## config.mk

```make
export PLATFORM = sky130hd
export DESIGN_NAME = cfgx_ctrl
export DESIGN_NICKNAME = d
export VERILOG_FILES = /design/src/rtl/cfgx_pkg.sv /design/src/rtl/cfgx_decode.sv /design/src/rtl/cfgx_osc_bank.sv /design/src/rtl/cfgx_sense_rom.sv /design/src/rtl/cfgx_ctrl.sv
export SDC_FILE = /design/constraint.sdc
export NUM_CORES = 1
export LEC_CHECK = 0
export ABC_CLOCK_PERIOD_IN_PS = 3600
export CAP_MARGIN = 20
export CELL_PAD_IN_SITES_DETAIL_PLACEMENT = 1
export CELL_PAD_IN_SITES_GLOBAL_PLACEMENT = 2
export CORE_ASPECT_RATIO = 1.5
export CORE_MARGIN = 2
export CORE_UTILIZATION = 39
export DETAILED_ROUTE_END_ITERATION = 6
export PLACE_DENSITY = 0.79
export SYNTH_ARGS = -nofsm -noshare
export SYNTH_HDL_FRONTEND = slang
export SYNTH_HIERARCHICAL = 1
export SYNTH_SLANG_ARGS = --single-unit
```

## constraint.sdc

```tcl
create_clock -name clk -period 3.6 [get_ports clk]
set_clock_uncertainty 0.1 [all_clocks]
set_input_delay 0.72 -clock clk [delete_from_list [all_inputs] [get_ports clk]]
set_output_delay 0.72 -clock clk [all_outputs]
set_load 0.02 [all_outputs]
```

## src/rtl/cfgx_pkg.sv

```systemverilog
package cfgx_pkg;
  localparam int unsigned AW    = 12;
  localparam int unsigned DW    = 32;
  localparam int unsigned DEV_W = 12;
  localparam int unsigned FN_W  = 6;
  localparam int unsigned MB_OSC_N = 6;

  localparam logic [AW-1:0] OFS_DATA = 12'h0A0;
  localparam logic [AW-1:0] OFS_CTRL = 12'h0A4;
  localparam logic [AW-1:0] OFS_STAT = 12'h0A8;

  // bits kept when the control register is written (start and 19:18 dropped)
  localparam logic [DW-1:0] CTRL_KEEP = ~32'h800C_0000;

  localparam logic [FN_W-1:0] FN_OSC  = 6'd1;
  localparam logic [FN_W-1:0] FN_VOLT = 6'd2;
  localparam logic [FN_W-1:0] FN_VMUX = 6'd7;
  localparam logic [FN_W-1:0] FN_SHUT = 6'd8;
  localparam logic [FN_W-1:0] FN_BOOT = 6'd9;
  localparam logic [FN_W-1:0] FN_DISP = 6'd11;

  localparam logic [1:0] SITE_MB = 2'd0;
  localparam logic [1:0] SITE_DB = 2'd1;

  localparam logic [MB_OSC_N*DW-1:0] MB_OSC_INIT = {
    32'd24_000_000, 32'd24_000_000, 32'd24_000_000,
    32'd24_000_000, 32'd23_750_000, 32'd50_000_000};

  typedef struct packed {
    logic             start;
    logic             wr;
    logic [3:0]       ctl;
    logic [FN_W-1:0]  fn;
    logic [1:0]       rsvd;
    logic [1:0]       site;
    logic [3:0]       pos;
    logic [DEV_W-1:0] dev;
  } ctrl_t;

  typedef struct packed {
    logic ok;     // transaction accepted
    logic fetch;  // result goes into the data register
    logic store;  // data register goes into a table
    logic osc;    // oscillator table (else sensor)
    logic db;     // daughterboard side
    logic shut;
    logic boot;
  } verdict_t;
endpackage

```

## src/rtl/cfgx_decode.sv

```systemverilog
module cfgx_decode
  import cfgx_pkg::*;
#(
  parameter int DB_OSC_N   = 2,
  parameter int DB_VSENS_N = 2
) (
  input  ctrl_t    cw,
  output verdict_t vd
);
  logic path_ok, on_mb, on_db, dev0;
  logic unused_bits;
  assign unused_bits = ^{cw.start, cw.rsvd};

  assign on_mb   = (cw.site == SITE_MB);
  assign on_db   = (cw.site == SITE_DB);
  assign dev0    = (cw.dev == '0);
  assign path_ok = (cw.ctl == '0) && (cw.pos == '0) && (on_mb || on_db);

  always_comb begin
    vd = '0;
    if (path_ok) begin
      unique case (cw.fn)
        FN_OSC: begin
          if (on_mb && int'(cw.dev) < int'(MB_OSC_N)) begin
            vd.ok = 1'b1; vd.osc = 1'b1;
          end else if (on_db && int'(cw.dev) < DB_OSC_N) begin
            vd.ok = 1'b1; vd.osc = 1'b1; vd.db = 1'b1;
          end
          vd.fetch = vd.ok & ~cw.wr;
          vd.store = vd.ok & cw.wr;
        end
        FN_VOLT: begin
          if (!cw.wr) begin
            if (on_db && int'(cw.dev) < DB_VSENS_N) begin
              vd.ok = 1'b1; vd.db = 1'b1;
            end else if (on_mb && dev0) begin
              vd.ok = 1'b1;
            end
          end
          vd.fetch = vd.ok;
        end
        FN_VMUX, FN_DISP: vd.ok = cw.wr && on_mb && dev0;
        FN_SHUT: begin
          vd.ok   = cw.wr && on_mb && dev0;
          vd.shut = vd.ok;
        end
        FN_BOOT: begin
          vd.ok   = cw.wr && on_mb && dev0;
          vd.boot = vd.ok;
        end
        default: vd = '0;
      endcase
    end
  end
endmodule

```

## src/rtl/cfgx_osc_bank.sv

```systemverilog
module cfgx_osc_bank
  import cfgx_pkg::*;
#(
  parameter int unsigned       N    = 1,
  parameter logic [N*DW-1:0]   INIT = '0
) (
  input  logic             clk,
  input  logic             rst_n,
  input  logic             we,
  input  logic [DEV_W-1:0] idx,
  input  logic [DW-1:0]    wdata,
  output logic [DW-1:0]    rdata
);
  logic [N*DW-1:0] flat;

  for (genvar g = 0; g < N; g++) begin : g_ent
    logic [DW-1:0] q;
    always_ff @(posedge clk or negedge rst_n) begin
      if (!rst_n)                        q <= INIT[g*DW +: DW];
      else if (we && int'(idx) == g)     q <= wdata;
    end
    assign flat[g*DW +: DW] = q;
  end

  always_comb begin
    rdata = '0;
    for (int i = 0; i < int'(N); i++)
      if (int'(idx) == i) rdata = flat[i*DW +: DW];
  end
endmodule

```

## src/rtl/cfgx_sense_rom.sv

```systemverilog
module cfgx_sense_rom
  import cfgx_pkg::*;
#(
  parameter int unsigned     N     = 1,
  parameter logic [N*DW-1:0] DB_UV = '0,
  parameter logic [DW-1:0]   MB_UV = '0
) (
  input  logic             on_db,
  input  logic [DEV_W-1:0] idx,
  output logic [DW-1:0]    uv
);
  always_comb begin
    uv = MB_UV;
    if (on_db) begin
      uv = '0;
      for (int i = 0; i < int'(N); i++)
        if (int'(idx) == i) uv = DB_UV[i*DW +: DW];
    end
  end
endmodule

```

## src/rtl/cfgx_ctrl.sv

```systemverilog
module cfgx_ctrl
  import cfgx_pkg::*;
#(
  parameter int                         DB_OSC_N    = 2,
  parameter int                         DB_VSENS_N  = 2,
  parameter logic [DB_OSC_N*DW-1:0]     DB_OSC_INIT = {32'd30_000_000, 32'd45_000_000},
  parameter logic [DB_VSENS_N*DW-1:0]   DB_VOLT_UV  = {32'd1_200_000, 32'd1_000_000},
  parameter logic [DW-1:0]              MB_VOLT_UV  = 32'd3_300_000
) (
  input  logic          clk,
  input  logic          rst_n,
  input  logic          req_valid,
  output logic          req_ready,
  input  logic          req_write,
  input  logic [AW-1:0] req_addr,
  input  logic [DW-1:0] req_wdata,
  output logic          rsp_valid,
  output logic [DW-1:0] rsp_data,
  output logic          shutdown_req,
  output logic          reboot_req
);
  logic [DW-1:0] data_q, ctrl_q;
  logic [1:0]    stat_q;
  logic          busy_q, shut_q, boot_q;
  logic          acc;
  ctrl_t         cw;
  verdict_t      vd;
  logic [DW-1:0] mb_rd, db_rd, uv_rd, fetched, rd_mux;
  logic          mb_we, db_we;

  assign req_ready    = ~busy_q;
  assign acc          = req_valid & ~busy_q;
  assign cw           = ctrl_q;
  assign shutdown_req = shut_q;
  assign reboot_req   = boot_q;

  cfgx_decode #(.DB_OSC_N(DB_OSC_N), .DB_VSENS_N(DB_VSENS_N)) u_dec (
    .cw(cw), .vd(vd));

  assign mb_we = busy_q & vd.ok & vd.store & vd.osc & ~vd.db;
  assign db_we = busy_q & vd.ok & vd.store & vd.osc &  vd.db;

  cfgx_osc_bank #(.N(MB_OSC_N), .INIT(MB_OSC_INIT)) u_mb_osc (
    .clk(clk), .rst_n(rst_n), .we(mb_we), .idx(cw.dev),
    .wdata(data_q), .rdata(mb_rd));

  cfgx_osc_bank #(.N(DB_OSC_N), .INIT(DB_OSC_INIT)) u_db_osc (
    .clk(clk), .rst_n(rst_n), .we(db_we), .idx(cw.dev),
    .wdata(data_q), .rdata(db_rd));

  cfgx_sense_rom #(.N(DB_VSENS_N), .DB_UV(DB_VOLT_UV), .MB_UV(MB_VOLT_UV)) u_sense (
    .on_db(vd.db), .idx(cw.dev), .uv(uv_rd));

  assign fetched = vd.osc ? (vd.db ? db_rd : mb_rd) : uv_rd;

  always_comb begin
    unique case (req_addr)
      OFS_DATA: rd_mux = data_q;
      OFS_CTRL: rd_mux = ctrl_q;
      OFS_STAT: rd_mux = {{(DW-2){1'b0}}, stat_q};
      default:  rd_mux = '0;
    endcase
  end

  always_ff @(posedge clk or negedge rst_n) begin
    if (!rst_n) begin
      data_q    <= '0;
      ctrl_q    <= '0;
      stat_q    <= '0;
      busy_q    <= 1'b0;
      shut_q    <= 1'b0;
      boot_q    <= 1'b0;
      rsp_valid <= 1'b0;
      rsp_data  <= '0;
    end else begin
      rsp_valid <= acc & ~req_write;
      shut_q    <= 1'b0;
      boot_q    <= 1'b0;
      if (acc && !req_write) rsp_data <= rd_mux;
      if (acc && req_write) begin
        unique case (req_addr)
          OFS_DATA: data_q <= req_wdata;
          OFS_CTRL: begin
            ctrl_q <= req_wdata & CTRL_KEEP;
            busy_q <= req_wdata[DW-1];
          end
          OFS_STAT: stat_q <= req_wdata[1:0];
          default: ;
        endcase
      end
      if (busy_q) begin
        busy_q <= 1'b0;
        stat_q <= {~vd.ok, 1'b1};
        if (vd.ok && vd.fetch) data_q <= fetched;
        shut_q <= vd.shut;
        boot_q <= vd.boot;
      end
    end
  end
endmodule

```

# Word level (Yosys, flattened, before mapping)
# Cells that the tools add are included.
# word_totals
memories	0
inputBits	48
register_bits	355
wordCells	121
latch_bits	0
rom_bits	0
ram_bits	0
# classes
bitwise_logic	14
eq_ne	15
reduce_logical	30
addsub	0
n_mul	0
mux	44
n_lt_le_gt_ge	2
div	0
shifts	0
# ops
op	count
2-to-1 mux 32 bit	15
one-hot mux 32 bit (3 select lines)	1
equality test 12 x 8 -> 1 bit, second input constant	3
equality test 12 x 3 -> 1 bit, second input constant	2
equality test 12 x 4 -> 1 bit, second input constant	2
logical NOT 12 bit	2
2-to-1 mux 21 bit	1
2-to-1 mux 20 bit	1
equality test 6 x 4 -> 1 bit, second input constant	3
logical AND 1 bit	18
2-to-1 mux 1 bit	17
equality test 12 x 2 -> 1 bit, second input constant	1
< comparator 12 x 2 -> 1 bit, second input constant	1
< comparator 12 x 3 -> 1 bit, second input constant	1
2-to-1 mux 2 bit	5
bitwise AND 1 bit	9
logical NOT 4 bit	2
2-to-1 mux 7 bit	1
equality test 6 x 1 -> 1 bit, second input constant	1
equality test 6 x 2 -> 1 bit, second input constant	1
equality test 6 x 3 -> 1 bit, second input constant	1
inverter 1 bit	5
one-hot mux 1 bit (2 select lines)	2
AND reduction 2 bit	2
7 further kinds	8

# Depth between registers and ports, before layout
# Gate-level depths: netlist of run 1.
# depth
depth_word	14
ltp_mapped	13
ltp_nobuf	9

# By module
# The synthesis of run 1 kept the hierarchy.
# by_module_without_submodules
module	seq_area_each_um2	area_each_um2	cells_per_inst	instances
cfgx_osc_bank (u_mb_osc)	4884.7	9130.0	649	1
cfgx_ctrl	2477.4	4892.2	434	1
cfgx_osc_bank (u_db_osc)	1627.8	3206.8	213	1
cfgx_sense_rom	0.0	289.0	39	1
cfgx_decode	0.0	235.2	37	1

# Worst setup path before layout of run 1
# OpenSTA, ideal clock, no wires.
# synth_path
path_kind	register to register
start	register ctrl_q[9]
end	register u_mb_osc.g_ent[0].q[10]
setup_ns	0.125
slack_ns	-0.313
arrival_ns	3.688
required_ns	3.375
path_buffers	3
period_less_slack_ns	3.913
stages_incl_launch_ff	13
path_cell_list	dfrtp_1 -> nor4_1 -> nand3_1 -> nor3_2 -> and2_2 -> clkbuf_1 -> clkbuf_1 -> nand4_1 -> nor2_1 -> or4b_2 -> nor4_2 -> buf_2 -> mux2_2
# synth_lines
item	line	text
start, declared	cfgx_ctrl.sv:22	logic [DW-1:0] data_q, ctrl_q;
start signal, assigned	cfgx_ctrl.sv:84	ctrl_q <= req_wdata & CTRL_KEEP;
end signal, assigned	cfgx_osc_bank.sv:19	if (!rst_n) q <= INIT[g*DW +: DW];
end, declared	cfgx_osc_bank.sv:17	logic [DW-1:0] q;

==> flow_summary.toml, run 1 <==
[run_status]
status = "finished, final reports clean"

[power_and_ir_drop]
p_int_mw = 6.395
p_switching_mw = 1.858
leakage_nw = 9.477
p_comb_share_pct = 3.3
power.share.clock_pct = 47.7
sequentialPowerShare_pct = 49.0
power.density_mw_per_mm2 = 394.5
swShare_pct = 22.52
total_power_mw = 8.253
ir_drop_v = 0.0003729

[global_routing]
grt_pass1_vias = 13100
overflow = 0
antenna_found_initial = 1
grt_max_degree = 126
grt_usage_pct = 22.67
grt_pass1_wl_um = 80890

[setup_path]
critPathArrivalTime_ns = 3.88
r2r-end = "u_mb_osc/g_ent[2].q[8]"
r2r_start = "ctrl_q[29]"
cp_cell_sequence = "nor4_1, nand3_1, nor3_4, and3_4, nand4_1, nor2_4, buf_6, or4bb_4, nor4_4, buf_6, clkbuf_16, mux2_4"
crit_type = "reg2reg"
slowest_stage = "or4bb_4"
cpLargestDelayFamily = "simple AND/OR/NAND/NOR gates"
cp-end-kind = "flop"
path_common_cell = "buf_6"
max_stage_delay_ns = 0.53
startpoint_type = "flop"
rrSetupSlack_ns = 0.02
cp.required_ns = 3.90
critical_path_buf_inv_count = 3
reg2reg_depth = 12
critPathMaxFanout = 8

[sta]
rsz0062_at_grt = "yes"
maxSlewViolCount = 0
fmax_mhz = 279.2
period_needed_ns = 3.582
worstMarginPinSlew_ns = 1.114
maxSlewHeadroom_pct = 25.74
finalSetupViolations = 0
hold_viol = 0
fin_hold_ws_ns = 0.1115
layout_setup_ws_ns = 0.01789
fin_crit_sh_pct = 99.50
fin_tns_setup_ns = 0

[clocking]
cts_buffers = 38
clkLatencyLatePin_ns = 0.55
htreeDepth = 2
ctsHoldBuffers = 0
cts_sinks = 355
clockRootBuffer = "clkbuf_16"
clk_pin_slew_ns = 0.06
cts_tree = "done"
clockBufferDepth = 3

[final_layout]
syn2layout_area_growth_pct = 17.87
fillers = 4612
fin_util_pct = 46.56
drive_gt1_share_pct = 38.23
final_cell_count_no_fill = 2065
nNetsFinal = 1503
num_antenna_cells = 0
finalInstanceArea_mm2 = 0.02092

[place]
placed_cells = 1984
dp_slack_ns = 0.03589
io_buffers = 83
placed_cell_area_mm2 = 0.01940
dp_hpwl_um = 33130
routabilityCongestion = 0.8289

[routing]
dr.pass1.iters = 4
drtIter0Drc = 531
viasPerCell = 5.690
routed_wl_um = 53580
wire_per_inst_um = 25.95
antenna_left = 0
vias = 11750
drc_errors = 0

[die]
start_util_pct = 39.50
fp.dieH_um = 265.3
row_count = 95
die_x_um = 178.2
die_area_mm2 = 0.04727
ios = 84
core-area_mm2 = 0.04493

[synthesis]
synth.cell_area_mm2 = 0.01775
yosys_warnings = 6
avgSynthCellArea_um2 = 12.95
synthCells = 1371

[hold_path]
hp-class = "in2async"

[flow_run]
max_cap_viol_count = 0
-- power groups by stage --
stage                     Clock [mW]  Combinational (mW)  Sequential [mW]
after CTS                       4.02               0.279             4.05
after detailed placement           0               0.277             4.12
final                           3.93               0.273             4.05
after global routing            4.17               0.299             4.05
after floorplan                    0              0.0891             4.10
after global placement             0               0.272             4.11
-- flip-flops by register name, indices dropped and copies added, names as in the netlist, 2 cells and up --
signal / count
u_mb_osc/g_ent.q: 192
u_db_osc/g_ent.q: 64
data_q: 32
rsp_data: 32
ctrl_q: 29
stat_q: 2
-- layout make-up --
class / instances / area (µm²) / share of cell area, %
sequential: 355 / 8997 / 43.01
multi-input combinational: 894 / 8245 / 39.41
timing repair buffer: 157 / 1685 / 8.056
clock buffer: 51 / 1060 / 5.066
tap: 582 / 728.2 / 3.481
clock inverter: 17 / 171.4 / 0.8193
inverter: 9 / 33.78 / 0.1615
-- how the worst max path moves through the flow --
stage,start,to,slack [ns],cells after the start
after global routing,ctrl_q[7],u_mb_osc/g_ent[2].q[7],-0.12,12
after detailed placement,ctrl_q[6],u_mb_osc/g_ent[0].q[28],0.04,10
final,ctrl_q[29],u_mb_osc/g_ent[2].q[8],0.02,12
after CTS,ctrl_q[29],u_mb_osc/g_ent[0].q[8],0.04,11
after floorplan,ctrl_q[9],u_mb_osc/g_ent[0].q[10],0.009,12
after global placement,ctrl_q[6],u_mb_osc/g_ent[0].q[27],0.10,10
-- timing repair --
action                                  4_1_cts  5_1_grt
gates cloned                                  1        5
buffers inserted                              3        4
gates resized for setup                       6       27
endpoints found under the hold margin         0        0
endpoints found under the setup margin        6       96
pin swaps                                     6        8
-- layout by cell type (no fill, tap or decap), drive strengths merged, types with 2 or more instances in the layout --
| cell | n |
|---|---|
| nor3 | 38 |
| or4 | 6 |
| clkdlybuf4s50 | 81 |
| nand3 | 4 |
| nand3b | 3 |
| or3 | 2 |
| dfstp | 85 |
| a211oi | 31 |
| o21ai | 32 |
| nand4b | 2 |
| inv | 9 |
| a21oi | 4 |
| clkinv | 14 |
| and2 | 5 |
| o21bai | 32 |
| a221o | 31 |
| nand2 | 41 |
| nor4 | 17 |
| a32o | 32 |
| clkbuf | 54 |
| or4b | 5 |
| dfrtp | 270 |
| or3b | 2 |
| bufinv | 3 |
| conb | 17 |
| nor2 | 79 |
| and3 | 2 |
| or4bb | 2 |
| buf | 73 |
| a2bb2oi | 32 |
| mux2i | 127 |
| mux2 | 285 |
| o31ai | 3 |
| nand2b | 3 |
| nand4 | 7 |
| nor4b | 4 |
| nor2b | 35 |
-- per-layer routing --
| metal | track usage, % | vias up | share of wire, % |
|---|---|---|---|
| li1 | - | 5180 | - |
| met1 | 26.84 | 6250 | 39 |
| met2 | 41.45 | 212 | 53 |
| met3 | 2.501 | 108 | 3.0 |
| met4 | 9.075 | 0 | 4.4 |
| met5 | 0 | - | 0 |
No activity file was read; power rests on OpenSTA's default activity.
==> inputs of run 2 (changes only) <==
--- a/config.mk
+++ b/config.mk
@@ -11,10 +11,9 @@
 export CELL_PAD_IN_SITES_GLOBAL_PLACEMENT = 2
 export CORE_ASPECT_RATIO = 1.5
 export CORE_MARGIN = 2
-export CORE_UTILIZATION = 39
+export CORE_UTILIZATION = 38
 export DETAILED_ROUTE_END_ITERATION = 6
-export PLACE_DENSITY = 0.79
+export PLACE_DENSITY = 0.77
 export SYNTH_ARGS = -nofsm -noshare
 export SYNTH_HDL_FRONTEND = slang
-export SYNTH_HIERARCHICAL = 1
 export SYNTH_SLANG_ARGS = --single-unit
==> run 2 against run 1 <==
Net effect: critical path depth is 5 lower; non-clock buffer count stayed put; clock power is 3% lower; via count down 2.4%; clock-buffer cell count grew 9.
==> flow_summary.toml, run 2 <==
[run_status]
status = "finished, final reports clean"

[sta]
period_needed_ns = 3.343
fin_tns_setup_ns = 0
rsz0062_at_grt = "no"
maxSlewViolCount = 0
hold_viol = 0
worstMarginPinSlew_ns = 0.8703
finalSetupViolations = 0
fmax_mhz = 299.1
maxSlewHeadroom_pct = 41.84
fin_crit_sh_pct = 92.87

[synthesis]
yosysMostFrequentCell = "dfrtp_1"
yosys.area_share.simple_pct = 6.620
ys_ff_latch = 355
yosys.area.top_type_share_pct = 40.21
synth_top_family_by_area = "multiplexers"
synthMuxAreaShare_pct = 28.38
syn-num-nets = 1365
yosys-top-cells-area = "dfrtp_1 40%, mux2_2 18%, dfstp_2 13%"
synth_edf_count = 0
synth.cell_area_mm2 = 0.01680
synth-compound-area-share_pct = 7.870
avgSynthCellArea_um2 = 12.76
seq_area_frac_synth_pct = 53.50
synth-adder-area-share_pct = 0.06701
async_flop_share_pct = 100.0
synth_top_area_cell = "dfrtp_1"
synth.distinct_cells = 61
synth_xor_xnor_area_share_pct = 0
synthTopCellsByCount = "270 x dfrtp_1, 267 x mux2_2, 112 x mux2i_1"
synthCells = 1317
yosys_warnings = 0
ys.flop_type = "dfrtp_1"

[clocking]
clk_pin_slew_ns = 0.06
post-cts-setup-buffer-count = 0
cts_tree = "done"
ctsHoldBuffers = 0
clockRootBuffer = "clkbuf_16"
cts_sinks = 355
htreeDepth = 2
cts_resized = 0
clockBufferDepth = 3
cts_buffers = 36
clkLatencyLatePin_ns = 0.55

[die]
fp.dieH_um = 261.5
die_area_mm2 = 0.04595
core-area_mm2 = 0.04375
ios = 84
die_x_um = 175.7
start_util_pct = 38.41
row_count = 94

[hold_path]
hp-class = "in2async"

[setup_path]
crit_type = "reg2reg"
reg2reg_depth = 7
critPathMaxFanout = 16
startpoint_type = "flop"
critPathArrivalTime_ns = 3.65
rrSetupSlack_ns = 0.26
r2r_start = "ctrl_q[12]"
r2r-end = "u_mb_osc.g_ent[5].q[31]"
cp.required_ns = 3.91
cp-end-kind = "flop"

[place]
io_buffers = 83
dp_hpwl_um = 36370
routabilityCongestion = 0.8442

[power_and_ir_drop]
ir_drop_v = 0.0002606
total_power_mw = 8.060
power.density_mw_per_mm2 = 408.1
leakage_nw = 9.460

[routing]
wire_per_inst_um = 25.96
antenna_left = 0
vias = 11470
viasPerCell = 5.744
routed_wl_um = 51820
drc_errors = 0
dr.pass1.iters = 5
drtIter0Drc = 630

[final_layout]
largest_reg_flops = 192
regMostFlops = "u_mb_osc.g_ent.q"
num_antenna_cells = 0
drive_gt1_share_pct = 36.62
reg.largest.list = "u_mb_osc.g_ent.q: 192 flops, u_db_osc.g_ent.q: 64 flops"
nNetsFinal = 1440
mostFrequentLayoutCell = "dfrtp_1"
final_cell_mix = "269 x dfrtp_1, 267 x mux2_2, 112 x mux2i_1"
syn2layout_area_growth_pct = 17.53

[global_routing]
overflow = 0
grt_usage_pct = 22.82
grt_pass1_vias = 12130
grt_max_degree = 88
antenna_found_initial = 0
grt_pass1_wl_um = 78420

[flow_run]
max_cap_viol_count = 0
run 2: routing by layer:
| metal | up-vias | part of all wire [%] | track usage, % |
|---|---|---|---|
| li1 | 4973 | - | - |
| met1 | 6113 | 40 | 26.96 |
| met2 | 278 | 54 | 42.85 |
| met3 | 102 | 3.0 | 2.178 |
| met4 | 0 | 3.5 | 8.333 |
| met5 | - | 0 | 0 |
run 2: layout make-up:
type	instances	area, µm²
Inverter	6	22.52
Tap cell	576	720.7
Multi-Input combinational cell	836	7239
Sequential cell	355	8994
Clock inverter	6	66.31
Clock buffer	60	1145
Timing Repair Buffer	157	1562
Fill cell	4489	24000
run 2: logic make-up after synthesis:
kind of cell,Yosys count
compound gates,207
fa+ha+maj,1
buf+inv,126
flops,355
mux,430
simple gates,198
run 2: where the power goes:
group	switching [mW]	total (mW)	internal [mW]
Clock	1.58	3.83	2.25
Sequential	0.00501	4.00	4.00
Combinational	0.148	0.226	0.0781
run 2: worst max path at each step:
stage | startpoint | endpoint | cells past startpoint
after CTS | ctrl_q[12] | u_mb_osc.g_ent[0].q[28] | 7
after global routing | ctrl_q[12] | u_mb_osc.g_ent[0].q[4] | 7
after floorplan | ctrl_q[17] | u_mb_osc.g_ent[5].q[3] | 6
after global placement | ctrl_q[12] | u_mb_osc.g_ent[0].q[28] | 7
after detailed placement | ctrl_q[12] | u_mb_osc.g_ent[0].q[28] | 7
final | ctrl_q[12] | u_mb_osc.g_ent[5].q[31] | 7
run 2: critical path: stages, from the launching register on:
cell	delay, ns
dfrtp_1	0.40
nor4_1	0.55
nand3_1	0.44
or4_1	0.64
buf_4	0.25
nand3b_4	0.11
buf_4	0.32
mux2_2	0.39
run 2: through the flow:
step	util, %	cells	hold WS [ns]	cell area (µm²)	setup WS, ns
2_1_floorplan	-	1317	0.3244	16800	0.5105
3_3_place_gp	42.37	1930	0.3518	18540	0.4456
3_5_place_dp	42.37	1930	0.3570	18540	0.3456
4_1_cts	45.14	1996	0.1155	19750	0.2627
5_1_grt	45.14	1996	0.1291	19750	0.08408
6_report	45.14	1996	0.07335	19750	0.2566
